===== config.mk =====
export PLATFORM = sky130hd
export DESIGN_NAME = vp_block_seq
export DESIGN_NICKNAME = d
export VERILOG_FILES = /design/src/rtl/vp_block_seq.sv
export SDC_FILE = /design/constraint.sdc
export NUM_CORES = 1
export LEC_CHECK = 0
export BUFFER_PORTS_ARGS = -buffer_cell sky130_fd_sc_hd__clkbuf_2
export CAP_MARGIN = 20
export CORE_ASPECT_RATIO = 0.9
export CORE_MARGIN = 3
export CORE_UTILIZATION = 57
export CTS_CLUSTER_DIAMETER = 40
export CTS_CLUSTER_SIZE = 8
export DETAILED_ROUTE_END_ITERATION = 6
export MAX_ROUTING_LAYER = met4
export PLACE_DENSITY = 0.81
export RECOVER_POWER = 25
export SLEW_MARGIN = 20
export SYNTH_ARGS = -nofsm -noshare
export SYNTH_HDL_FRONTEND = slang
export SYNTH_SLANG_ARGS = --single-unit

===== constraint.sdc =====
create_clock -name clk -period 10.9 [get_ports clk]
set_clock_uncertainty 0.1 [all_clocks]
set_input_delay 2.18 -clock clk [delete_from_list [all_inputs] [get_ports clk]]
set_output_delay 2.18 -clock clk [all_outputs]
set_load 0.01 [all_outputs]

===== src/rtl/vp_block_seq.sv =====
module vp_block_seq #(
  parameter int NREG   = 32,
  parameter int VP_W   = 7,
  parameter int ADDR_W = 8,
  parameter int QDEPTH = 4,
  localparam int RI_W  = $clog2(NREG),
  localparam int CNT_W = $clog2(NREG + 1),
  localparam int IW    = 17 + ADDR_W,
  localparam int QP_W  = $clog2(QDEPTH)
) (
  input  logic              clk,
  input  logic              rst_n,
  input  logic              cfg_we,
  input  logic [CNT_W-1:0]  cfg_shared,
  input  logic [CNT_W-1:0]  cfg_private,
  output logic [CNT_W-1:0]  max_vp,
  input  logic              dir_valid,
  output logic              dir_ready,
  input  logic [VP_W-1:0]   dir_vp,
  input  logic [ADDR_W-1:0] dir_addr,
  output logic [ADDR_W-1:0] ic_addr,
  input  logic [IW-1:0]     ic_data,
  output logic              ins_valid,
  output logic [VP_W-1:0]   ins_vp,
  output logic [RI_W-1:0]   rd_paddr,
  output logic [RI_W-1:0]   rs1_paddr,
  output logic [RI_W-1:0]   rs2_paddr,
  output logic              tf_valid,
  output logic [VP_W-1:0]   tf_vp,
  output logic [ADDR_W-1:0] tf_addr
);
  localparam int MW = RI_W + VP_W + CNT_W + 1;

  logic [VP_W+ADDR_W-1:0] q [QDEPTH];
  logic [QP_W-1:0] wp, rp;
  logic [QP_W:0]   cnt;
  logic            busy;
  logic [ADDR_W-1:0] pc;
  logic [VP_W-1:0] cur_vp;
  logic [CNT_W-1:0] shared_q, priv_q;

  logic push, pop, blk_end, cfg_take;

  assign dir_ready = cnt != (QP_W+1)'(QDEPTH);
  assign push      = dir_valid && dir_ready;
  assign pop       = !busy && cnt != '0;
  assign blk_end   = busy && ic_data[0];
  assign cfg_take  = cfg_we && !busy && cnt == '0;

  function automatic logic [RI_W-1:0] phys(input logic [RI_W-1:0] v,
                                           input logic [VP_W-1:0] p,
                                           input logic [CNT_W-1:0] sh,
                                           input logic [CNT_W-1:0] pr);
    logic [MW-1:0] t;
    if (CNT_W'(v) < sh) t = MW'(v);
    else                t = MW'(v) + MW'(p) * MW'(pr);
    return t[RI_W-1:0];
  endfunction

  always_ff @(posedge clk) begin
    if (!rst_n) begin
      wp <= '0;
      rp <= '0;
      cnt <= '0;
    end else begin
      if (push) begin
        q[wp] <= {dir_vp, dir_addr};
        wp <= QP_W'(wp + 1'b1);
      end
      if (pop) rp <= QP_W'(rp + 1'b1);
      cnt <= cnt + (QP_W+1)'(push) - (QP_W+1)'(pop);
    end
  end

  always_ff @(posedge clk) begin
    if (!rst_n) begin
      busy   <= 1'b0;
      pc     <= '0;
      cur_vp <= '0;
    end else if (pop) begin
      busy          <= 1'b1;
      {cur_vp, pc}  <= q[rp];
    end else if (busy) begin
      busy <= !ic_data[0];
      pc   <= ADDR_W'(pc + 1'b1);
    end
  end

  always_ff @(posedge clk) begin
    if (!rst_n) begin
      shared_q <= '0;
      priv_q   <= CNT_W'(1);
    end else if (cfg_take) begin
      shared_q <= cfg_shared;
      priv_q   <= cfg_private;
    end
  end

  assign max_vp = (priv_q == '0) ? '0 : CNT_W'((CNT_W'(NREG) - shared_q) / priv_q);

  assign ic_addr   = pc;
  assign ins_valid = busy && !ic_data[1];
  assign tf_valid  = busy && ic_data[1];
  assign ins_vp    = cur_vp;
  assign tf_vp     = cur_vp;
  assign tf_addr   = ic_data[IW-1:17];
  assign rd_paddr  = phys(ic_data[6:2],   cur_vp, shared_q, priv_q);
  assign rs1_paddr = phys(ic_data[11:7],  cur_vp, shared_q, priv_q);
  assign rs2_paddr = phys(ic_data[16:12], cur_vp, shared_q, priv_q);
endmodule


==> run_results.csv <==
group,metric,value,unit
drt,route.detailed.drc,0,
sta,relSlewSlack,42.6,%
final_layout,area_delta_synth_final,13.4,%
drt,wirelength,12800,um
worst_setup_path,worstSetupPathType,"flop to output pin",
worst_setup_path,cpMostUsedCell,"ha_1",
sta,worst_pin_slew,0.861,ns
cts,clkTransAtPathRegs,0.06,ns
final_layout,drive_above_1_share,21.7,%
global_routing,first_global_vias,4229,
floorplanning,fp.coreArea,0.00991,mm^2
drt,wl_per_cell,16.9,um
final_layout,layout_commonest_cell,"clkbuf_2",
sta,period_needed,10.45,ns
synth,syn_inst,543,
place,dp_cells,734,
floorplanning,ioPinCount,110,
drt,firstDrtPassIters,5,
drt,ant_nets,0,
global_routing,grt_overflow_total,0,
place,portBuffers,93,
final_layout,antenna_cells,0,
synth,synth.distinct_cells,51,
sta,finalMaxSlewViolations,0,
global_routing,grt.total_usage,23.0,%
worst_setup_path,cp_max_fo,7,
sta,fmax,95.7,MHz
drt,drt-vias-per-instance,5.76,
worst_hold_path,min_path_type,"flop to flop",
worst_setup_path,worstPathRequired,8.62,ns
worst_setup_path,crit_slowest_cell,"or4_1",
cts,numCtsBuffers,9,
worst_setup_path,crit_start,"shared_q[0]",
final_layout,layout.cells.non_filler,754,
floorplanning,initial_utilization,60.1,%
worst_setup_path,arrival,8.17,ns
synth,syn_area_per_cell,11.0,um^2
synth,synth_warnings,0,
synth,synth_ff_type,"edfxtp_1",
worst_setup_path,reg2reg_from,"cnt[1]",
place,gp_congestion,0.920,
drt,drt_iter0_markers,255,
cts,root_buffer,"clkbuf_16",
worst_setup_path,critPathMaxStageDelay,0.55,ns
synth,async_reset_ff_share,0,%
outcome,outcome,"complete, no violations",
global_routing,grt_max_degree,41,
place,place_hpwl,9360,um
global_routing,antenna_found_initial,0,
synth,ys_seq_area_share,42.7,%
cts,h-tree-depth,3,
synth,synth_edf_count,60,
floorplanning,die_width,114,um
synth,syn-num-nets,666,
worst_setup_path,worst_setup_path_start_kind,"flop",
cts,clk_path_buf_depth,2,
synth,synth_seq_cells,97,
cts,clkLatencyLatePin,0.34,ns
sta,hold_violations,0,
worst_setup_path,cp-end-kind,"output pin",
sta,finalCritPeriodShare,95.9,%
cts,cts_tree,"built",
final_layout,layout_common_cells,"78 x clkbuf_2, 66 x nand2_1, 61 x ha_1, 60 x edfxtp_1, 36 x dfxtp_1",
final_layout,nNetsFinal,746,
worst_hold_path,hp-start,"ins_vp[5]",
drt,num_vias,4345,
sta,setup_viol,0,
floorplanning,rows,34,
run,cap_violations,0,
floorplanning,fp.dieArea,0.0117,mm^2
floorplanning,die_h,103,um
cts,clock_sinks,97,
global_routing,grt_pass1_wl,20600,um
cts,hold_buffers,0,
synth,syn_area,0.00596,mm^2
[cell type report]
class	count	area, um^2
Clock buffer	9	225
Clock inverter	7	92.6
Inverter	32	120
Timing Repair Buffer	97	477
Tap cell	126	158
Multi-Input combinational cell	386	3150
Fill cell	742	3150
Sequential cell	97	2540
[cell families (layout without fill, tap and decap cells)]
family                   Yosys count  after routing  synth area share (%)
XOR/XNOR                          31             31                  5.02
AND/OR/NAND/NOR                  154            154                  12.4
buffers and inverters             60            145                  4.74
flip-flops                        97             97                  42.7
multiplexers                      30             30                  8.46
adder cells (fa/ha/maj)           67             67                  14.8
AO/OA/AOI/OAI                    104            104                  11.9
[sequential cells by signal, summed over array words and instances (netlist names), named ones only]
signal	flops
ic_addr	8
rp	2
cnt	3
q	60
shared_q	6
wp	2
priv_q	6
ins_vp	7
busy	1
[repair_timing]
action	in CTS	in global routing
resized for setup	0	3
setup buffers	0	4
setup endpoints to repair	0	1
[per-layer routing]
metal  share of wire, %  vias to the layer above  track usage (%)  wire, um
met5                  0                        -                -         0
met2                 52                      137             41.1      6610
met4                1.4                        0             7.58       180
met1                 41                     2089             26.5      5290
met3                5.5                       21             3.81       699
li1                   -                     2098                -         -
[worst paths after layout]
kind	to	slack, ns	depth (start not counted)
max reg2reg	cnt[2]	7.88	11
min	ins_vp[5]	0.39	2
max	max_vp[0]	0.45	33
min reg2reg	ins_vp[5]	0.39	2
[Yosys cell counts (2+ instances only)]
| master | n | share of area [%] |
|---|---|---|
| a21boi_0 | 22 | 2.8 |
| a21boi_1 | 2 | 0.25 |
| a21o_1 | 9 | 1.1 |
| a21oi_1 | 22 | 1.8 |
| a22o_1 | 2 | 0.29 |
| a31oi_1 | 2 | 0.21 |
| a32oi_1 | 3 | 0.44 |
| a41oi_1 | 3 | 0.44 |
| and2_1 | 18 | 1.9 |
| and3_1 | 8 | 0.84 |
| buf_4 | 15 | 1.9 |
| clkbuf_1 | 12 | 0.76 |
| dfxtp_1 | 37 | 12 |
| edfxtp_1 | 60 | 30 |
| fa_1 | 6 | 2.0 |
| ha_1 | 61 | 13 |
| inv_1 | 31 | 2.0 |
| mux2_2 | 13 | 2.5 |
| mux2i_1 | 2 | 0.34 |
| mux4_2 | 15 | 5.7 |
| nand2_1 | 66 | 4.2 |
| nand3_1 | 4 | 0.34 |
| nor2_1 | 29 | 1.8 |
| nor2b_1 | 10 | 1.0 |
| nor3_1 | 7 | 0.59 |
| nor3b_1 | 2 | 0.25 |
| nor4_2 | 2 | 0.42 |
| o211ai_1 | 3 | 0.38 |
| o21a_1 | 7 | 0.88 |
| o21ai_0 | 20 | 1.7 |
| or4_1 | 2 | 0.25 |
| xnor2_1 | 19 | 2.8 |
| xnor3_1 | 2 | 0.76 |
| xor2_1 | 10 | 1.5 |
[critical path: cells and delay by family (launching register included)]
family,cells,cell delay (ns)
mux,3,1.12
compound gates,16,3.04
fa+ha+maj,6,1.68
simple gates,6,1.26
buf+inv,2,0.36
flops,1,0.34
[stage by stage]
step	TNS, ns	worst slack (ns)	area, um^2	hold WS (ns)	util, %
global placement	0	0.902	6420	0.380	64.8
floorplan	0	1.31	5960	0.366	-
finish	0	0.452	6760	0.389	68.2
CTS	0	0.00214	6740	0.394	68.0
detailed placement	0	0.410	6420	0.385	64.8
global route	-0.00954	-0.00954	6760	0.407	68.2
Power is left out: the tool's default activity adds up to more than one toggle a clock period on the data nets, which glitch-free logic cannot reach.
